**src/rtl/xwin_pkg.sv**
```systemverilog
package xwin_pkg;

  // Location of the storage word inside a window.
  typedef enum logic [1:0] {
    SLOT_XLAT = 2'd0,
    SLOT_EXT  = 2'd1,
    SLOT_BASE = 2'd2,
    SLOT_ATTR = 2'd3
  } slot_e;

  localparam int SLOTS = 4;

  // Group numbers (address >> 5) of the window banks.
  localparam int OB_GRP_FIRST = 1;
  localparam int IB_GRP_LAST  = 15;

  // Byte offset of the timer word in the block.
  localparam int TMR_OFFSET = 'h220;

  // Field offsets inside a 32-byte group.
  localparam logic [4:0] OFF_XLAT   = 5'h00;
  localparam logic [4:0] OFF_OB_EXT = 5'h04;
  localparam logic [4:0] OFF_BASE   = 5'h08;
  localparam logic [4:0] OFF_IB_EXT = 5'h0C;
  localparam logic [4:0] OFF_ATTR   = 5'h10;

endpackage

```
**src/rtl/xwin_decode.sv**
```systemverilog
module xwin_decode
  import xwin_pkg::*;
#(
  parameter int AW     = 10,
  parameter int NUM_OB = 4,
  parameter int NUM_IB = 3,
  parameter int WIN_W  = 2
) (
  input  logic [AW-1:0]    addr,
  output logic             ob_hit,
  output logic             ib_hit,
  output logic             tmr_hit,
  output slot_e            slot,
  output logic [WIN_W-1:0] win,
  output logic [2:0]       tag
);
  localparam int GW = AW - 5;
  localparam logic [GW-1:0] OB_LO = GW'(OB_GRP_FIRST);
  localparam logic [GW-1:0] OB_HI = GW'(OB_GRP_FIRST + NUM_OB - 1);
  localparam logic [GW-1:0] IB_HI = GW'(IB_GRP_LAST);
  localparam logic [GW-1:0] IB_LO = GW'(IB_GRP_LAST - NUM_IB + 1);

  logic [GW-1:0] grp;
  logic [4:0]    off;
  logic          in_ob, in_ib;

  assign grp   = addr[AW-1:5];
  assign off   = addr[4:0];
  assign in_ob = (grp >= OB_LO) && (grp <= OB_HI);
  assign in_ib = (grp >= IB_LO) && (grp <= IB_HI);

  assign tmr_hit = (addr == AW'(TMR_OFFSET));

  always_comb begin
    ob_hit = 1'b0;
    ib_hit = 1'b0;
    slot   = SLOT_XLAT;
    win    = '0;
    tag    = '0;
    if (in_ob) begin
      win = WIN_W'(grp - OB_LO);
      tag = 3'(grp);
      ob_hit = 1'b1;
      case (off)
        OFF_XLAT:   slot = SLOT_XLAT;
        OFF_OB_EXT: slot = SLOT_EXT;
        OFF_BASE:   slot = SLOT_BASE;
        OFF_ATTR:   slot = SLOT_ATTR;
        default:    ob_hit = 1'b0;
      endcase
    end else if (in_ib) begin
      win = WIN_W'(grp - IB_LO);
      tag = 3'(grp - IB_LO);
      ib_hit = 1'b1;
      case (off)
        OFF_XLAT:   slot = SLOT_XLAT;
        OFF_IB_EXT: slot = SLOT_EXT;
        OFF_BASE:   slot = SLOT_BASE;
        OFF_ATTR:   slot = SLOT_ATTR;
        default:    ib_hit = 1'b0;
      endcase
    end
  end

endmodule

```
**src/rtl/xwin_window.sv**
```systemverilog
module xwin_window
  import xwin_pkg::*;
#(
  parameter int DW = 32
) (
  input  logic                     clk,
  input  logic                     rst_n,
  input  logic                     we,
  input  slot_e                    slot,
  input  logic [DW-1:0]            wdata,
  output logic [SLOTS-1:0][DW-1:0] words
);
  for (genvar k = 0; k < SLOTS; k++) begin : g_word
    always_ff @(posedge clk) begin
      if (!rst_n) begin
        words[k] <= '0;
      end else if (we && (slot == slot_e'(k))) begin
        words[k] <= wdata;
      end
    end
  end

endmodule

```
**src/rtl/xwin_notify.sv**
```systemverilog
module xwin_notify (
  input  logic       clk,
  input  logic       rst_n,
  input  logic       fire,
  input  logic       inbound,
  input  logic [2:0] tag,
  output logic       upd_valid,
  output logic       upd_inbound,
  output logic [2:0] upd_idx
);
  always_ff @(posedge clk) begin
    if (!rst_n) begin
      upd_valid   <= 1'b0;
      upd_inbound <= 1'b0;
      upd_idx     <= '0;
    end else begin
      upd_valid   <= fire;
      upd_inbound <= fire ? inbound : 1'b0;
      upd_idx     <= fire ? tag : 3'd0;
    end
  end

endmodule

```
**src/rtl/xwin_bank.sv**
```systemverilog
module xwin_bank
  import xwin_pkg::*;
#(
  parameter int AW     = 10,
  parameter int DW     = 32,
  parameter int NUM_OB = 4,
  parameter int NUM_IB = 3
) (
  input  logic               clk,
  input  logic               rst_n,
  input  logic               wr_en,
  input  logic               rd_en,
  input  logic [AW-1:0]      bus_addr,
  input  logic [DW-1:0]      wr_data,
  output logic [DW-1:0]      rd_data,
  output logic               rd_valid,
  output logic               upd_valid,
  output logic               upd_inbound,
  output logic [2:0]         upd_idx,
  output logic [DW-1:0]      timer_val,
  output logic [NUM_OB*DW-1:0] ob_xlat,
  output logic [NUM_OB*DW-1:0] ob_xlat_ext,
  output logic [NUM_OB*DW-1:0] ob_base,
  output logic [NUM_OB*DW-1:0] ob_attr,
  output logic [NUM_IB*DW-1:0] ib_xlat,
  output logic [NUM_IB*DW-1:0] ib_base,
  output logic [NUM_IB*DW-1:0] ib_base_ext,
  output logic [NUM_IB*DW-1:0] ib_attr
);
  localparam int NMAX  = (NUM_OB > NUM_IB) ? NUM_OB : NUM_IB;
  localparam int WIN_W = (NMAX > 1) ? $clog2(NMAX) : 1;

  logic             ob_hit, ib_hit, tmr_hit;
  slot_e            slot;
  logic [WIN_W-1:0] win;
  logic [2:0]       tag;

  xwin_decode #(
    .AW(AW), .NUM_OB(NUM_OB), .NUM_IB(NUM_IB), .WIN_W(WIN_W)
  ) u_dec (
    .addr(bus_addr), .ob_hit(ob_hit), .ib_hit(ib_hit), .tmr_hit(tmr_hit),
    .slot(slot), .win(win), .tag(tag)
  );

  logic [SLOTS-1:0][DW-1:0] ob_words [NUM_OB];
  logic [SLOTS-1:0][DW-1:0] ib_words [NUM_IB];

  for (genvar g = 0; g < NUM_OB; g++) begin : g_ob
    logic we;
    assign we = wr_en && ob_hit && (win == WIN_W'(g));
    xwin_window #(.DW(DW)) u_win (
      .clk(clk), .rst_n(rst_n), .we(we), .slot(slot),
      .wdata(wr_data), .words(ob_words[g])
    );
    assign ob_xlat[g*DW +: DW]     = ob_words[g][SLOT_XLAT];
    assign ob_xlat_ext[g*DW +: DW] = ob_words[g][SLOT_EXT];
    assign ob_base[g*DW +: DW]     = ob_words[g][SLOT_BASE];
    assign ob_attr[g*DW +: DW]     = ob_words[g][SLOT_ATTR];
  end

  for (genvar g = 0; g < NUM_IB; g++) begin : g_ib
    logic we;
    assign we = wr_en && ib_hit && (win == WIN_W'(g));
    xwin_window #(.DW(DW)) u_win (
      .clk(clk), .rst_n(rst_n), .we(we), .slot(slot),
      .wdata(wr_data), .words(ib_words[g])
    );
    assign ib_xlat[g*DW +: DW]     = ib_words[g][SLOT_XLAT];
    assign ib_base_ext[g*DW +: DW] = ib_words[g][SLOT_EXT];
    assign ib_base[g*DW +: DW]     = ib_words[g][SLOT_BASE];
    assign ib_attr[g*DW +: DW]     = ib_words[g][SLOT_ATTR];
  end

  // Timer word: storage only.
  always_ff @(posedge clk) begin
    if (!rst_n) begin
      timer_val <= '0;
    end else if (wr_en && tmr_hit) begin
      timer_val <= wr_data;
    end
  end

  // Read path: the mux sees the words before this edge's write.
  logic [DW-1:0] rd_mux;
  always_comb begin
    rd_mux = '0;
    if (ob_hit) begin
      rd_mux = ob_words[win][slot];
    end else if (ib_hit) begin
      rd_mux = ib_words[win][slot];
    end else if (tmr_hit) begin
      rd_mux = timer_val;
    end
  end

  always_ff @(posedge clk) begin
    if (!rst_n) begin
      rd_valid <= 1'b0;
      rd_data  <= '0;
    end else begin
      rd_valid <= rd_en;
      rd_data  <= rd_en ? rd_mux : '0;
    end
  end

  xwin_notify u_ntf (
    .clk(clk), .rst_n(rst_n),
    .fire(wr_en && (ob_hit || ib_hit)),
    .inbound(ib_hit), .tag(tag),
    .upd_valid(upd_valid), .upd_inbound(upd_inbound), .upd_idx(upd_idx)
  );

endmodule

```
**config.mk**
```make
export PLATFORM = sky130hd
export DESIGN_NAME = xwin_bank
export DESIGN_NICKNAME = d
export VERILOG_FILES = /design/src/rtl/xwin_pkg.sv /design/src/rtl/xwin_decode.sv /design/src/rtl/xwin_window.sv /design/src/rtl/xwin_notify.sv /design/src/rtl/xwin_bank.sv
export SDC_FILE = /design/constraint.sdc
export NUM_CORES = 2
export LEC_CHECK = 0
export ABC_CLOCK_PERIOD_IN_PS = 8850
export BUFFER_PORTS_ARGS = -buffer_cell sky130_fd_sc_hd__buf_2
export CAP_MARGIN = 10
export CORE_AREA = 3 3 394 396
export CTS_CLUSTER_DIAMETER = 60
export DETAILED_ROUTE_END_ITERATION = 10
export DIE_AREA = 0 0 397 399
export PLACE_DENSITY = 0.56
export SYNTH_ARGS = -nofsm -noshare
export SYNTH_HDL_FRONTEND = slang
export SYNTH_SLANG_ARGS = --single-unit
```
**constraint.sdc**
```tcl
create_clock -name clk -period 8.85 [get_ports clk]
set_input_delay 2.655 -clock clk [delete_from_list [all_inputs] [get_ports clk]]
set_output_delay 2.655 -clock clk [all_outputs]
set_load 0.05 [all_outputs]
```
==> out/results.tsv <==
metric	value	unit
rsz0062_at_grt	false	
met2_usage	42.3	%
drv_cap	0	
final_cell_area	0.0506	mm²
htreeDepth	3	
skew	0.0502	ns
drt-pass1-iter-count	6	
grt_max_degree	217	
worst-path-max-fanout	103	
drc	0	
ys_ff_latch	966	
io_buffers	1011	
crit_chain	buf_2, inv_1, ha_1, or4_1, and3_1, nor2_4, buf_12, nor2_4, buf_4, nand3_2, buf_4, nand2_1, a21oi_1	
dieArea	0.158	mm²
relSlewSlack	13.0	%
place.gp.congestion	0.942	
switchingPower	2.41	mW
start_util	26.4	%
postSynthAreaPerCell	7.67	µm²
setup_viol	0	
vias	44400	
slew_violations	0	
hold_path_class	reg2reg	
arrival	7.01	ns
final_cell_mix	nand2_1, buf_2, a21oi_1, dfxtp_1, a22oi_1	
syn2layout_area_growth	26.4	%
slowest_stage	nand3_2	
dp_slack	1.58	ns
grt_pass1_vias	40100	
syn-cell-area	0.0401	mm²
wl	236000	µm
crit_type	in2reg	
finalWorstSetupSlack	2.46	ns
final_antenna_net_count	0	
root_buffer	clkbuf_16	
p_seq_share	44.9	%
worstSkewPairLatency	0.74	ns
powerDensity	191	mW/mm²
dieWidth	397	µm
cts_buffers	113	
yosys_warnings	0	
dp_hpwl	163000	µm
clock.fmax	157	MHz
combPwrFrac	4.2	%
hold_viol_final	0	
tightest_slew	1.31	ns
nFillCells	16200	
fin_crit	6.39	ns
rows	143	
core-area	0.152	mm²
synth_fp_nets	5274	
via_per_inst	5.53	
clkTransAtPathRegs	0.06	ns
track_usage	28.1	%
yosysUniqueCellTypes	53	
fp.dieH	399	µm
synth_ff_type	dfxtp_1	
synth_edf_count	0	
fin_crit_sh	72.2	%
ctsHoldBuffers	0	
grt-busiest-layer	met2	
place_area	0.0467	mm²
use_met1	36.3	%
routedWlPerCell	29.4	µm
grtUsageMet3	8.83	%
status	completed	
p_int	7.29	mW
leakagePower	18.6	nW
netlist_instances	5224	
critPathLaunchType	input pin	
cts_sinks	966	
synth_seq_area_share	48.3	%
cp_slowest_stage_delay	0.86	ns
grt_overflow_total	0	
post_cts_buffers	0	
cts_tree	built	
clkPwrFrac	50.9	%
ys_async_sr_fraction	0	%
grt_antenna_before_repair	25	
required	9.47	ns
cts.repair.resized	0	
io_pins	1012	
mostFrequentLayoutCell	nand2_1	
grt_pass1_wl	321000	µm
worstSetupEndpointType	flop	
vdd_drop_max	0.151	mV
final_nets	5948	
tns	0	ns
swShare	24.8	%
drt-initial-drc-count	6023	
clk_path_buf_depth	3	
drive_above_1_share	23.0	%
[per-layer routing]
| metal | vias to the layer above | share of wire, % |
|---|---|---|
| met4 | 20 | 5.3 |
| met2 | 2911 | 43 |
| met3 | 577 | 12 |
| li1 | 19200 | - |
| met1 | 21700 | 39 |
| met5 | - | 0.062 |
[worst max-delay path, delay by kind of cell]
family / cells / cell delay [ns]
AOI/OAI and AO/OA: 1 / 0.15
adders and majority gates: 1 / 0.21
and+or+nand+nor: 6 / 2.49
buffers and inverters: 5 / 1.44
[cell families (layout without fill, tap and decap cells)]
family	Yosys count	after routing	share of synthesized area (%)
adder cells (fa/ha/maj)	4	4	0.125
multiplexers	97	97	2.42
buffers and inverters	552	1317	5.75
AO/OA/AOI/OAI	1718	1718	24.9
other	0	14	0
flip-flops	966	966	48.3
AND/OR/NAND/NOR	1887	1887	18.5
[final timing paths]
| path | start | end | slack [ns] | cells after the start |
|---|---|---|---|---|
| worst min register to register | g_ob[0].u_win.words[62] | g_ob[0].u_win.words[62] | 0.47 | 2 |
| worst max-delay path | bus_addr[6] | g_ob[3].u_win.words[65] | 2.46 | 13 |
| worst min-delay path | g_ob[0].u_win.words[62] | g_ob[0].u_win.words[62] | 0.47 | 2 |
| worst max register to register | g_ob[1].u_win.words[49] | rd_data[17] | 6.64 | 5 |
[stage by stage]
step / std cells / hold slack [ns] / utilization [%] / power, mW
CTS: 8018 / 0.465 / 33.3 / 9.73
finish: 8033 / 0.466 / 33.3 / 9.69
detailed placement: 7812 / 0.457 / 30.7 / 4.84
global placement: 7810 / 0.453 / 30.7 / 4.84
global route: 8023 / 0.488 / 33.3 / 9.92
floorplan: 5224 / 0.682 / - / 4.67
[power by group through the flow]
stage          clock network [mW]  registers [mW]  logic (mW)
5_1_grt                      5.16            4.35       0.413
4_1_cts                      4.98            4.35       0.395
2_1_floorplan                   0            4.45       0.216
6_report                     4.93            4.35       0.408
3_3_place_gp                    0            4.45       0.395
3_5_place_dp                    0            4.45       0.395
[sequential cells by signal, indices dropped and copies added (netlist names)]
signal,cells
u_ntf.upd_inbound,1
g_ib.u_win.words,384
u_ntf.upd_idx,3
timer_val,32
rd_data,32
g_ob.u_win.words,512
rd_valid,1
u_ntf.upd_valid,1
[synthesized netlist by cell type (2+ instances only)]
cell type / number / area, µm²
nor3_2: 6 / 60.1
nand2_1: 1668 / 6260
ha_1: 4 / 50.1
buf_2: 108 / 541
buf_6: 3 / 33.8
nor3_1: 7 / 35.0
a2bb2oi_1: 14 / 123
o221ai_1: 31 / 272
and2_1: 5 / 31.3
a21oi_1: 971 / 4860
a222oi_1: 25 / 250
buf_1: 7 / 26.3
clkbuf_1: 411 / 1540
inv_1: 6 / 22.5
dfxtp_1: 966 / 19300
nor3_4: 6 / 97.6
a21boi_1: 2 / 15.0
buf_4: 16 / 120
nor3b_1: 2 / 15.0
nand3_1: 12 / 60.1
nand2b_1: 2 / 12.5
o21ai_0: 231 / 1160
nor2_1: 122 / 458
o21ai_1: 11 / 55.1
nand4b_1: 2 / 17.5
nor2_2: 3 / 18.8
or3_1: 6 / 37.5
mux2i_1: 97 / 971
nand3b_1: 2 / 15.0
o22ai_1: 7 / 43.8
nor4_1: 34 / 213
a22oi_1: 416 / 3120
[layout make-up]
| class | instances | area (µm²) | share of cell area [%] |
|---|---|---|---|
| Timing Repair Buffer | 1105 | 5950 | 11.8 |
| Inverter | 6 | 30.0 | 0.0593 |
| Clock buffer | 163 | 3300 | 6.51 |
| Tap cell | 2030 | 2540 | 5.02 |
| Sequential cell | 966 | 19300 | 38.2 |
| Clock inverter | 43 | 606 | 1.20 |
| Multi-Input combinational cell | 3706 | 18800 | 37.2 |
| Antenna cell | 14 | 35.0 | 0.0692 |
Note: power is estimated with default switching activity, not from simulation.
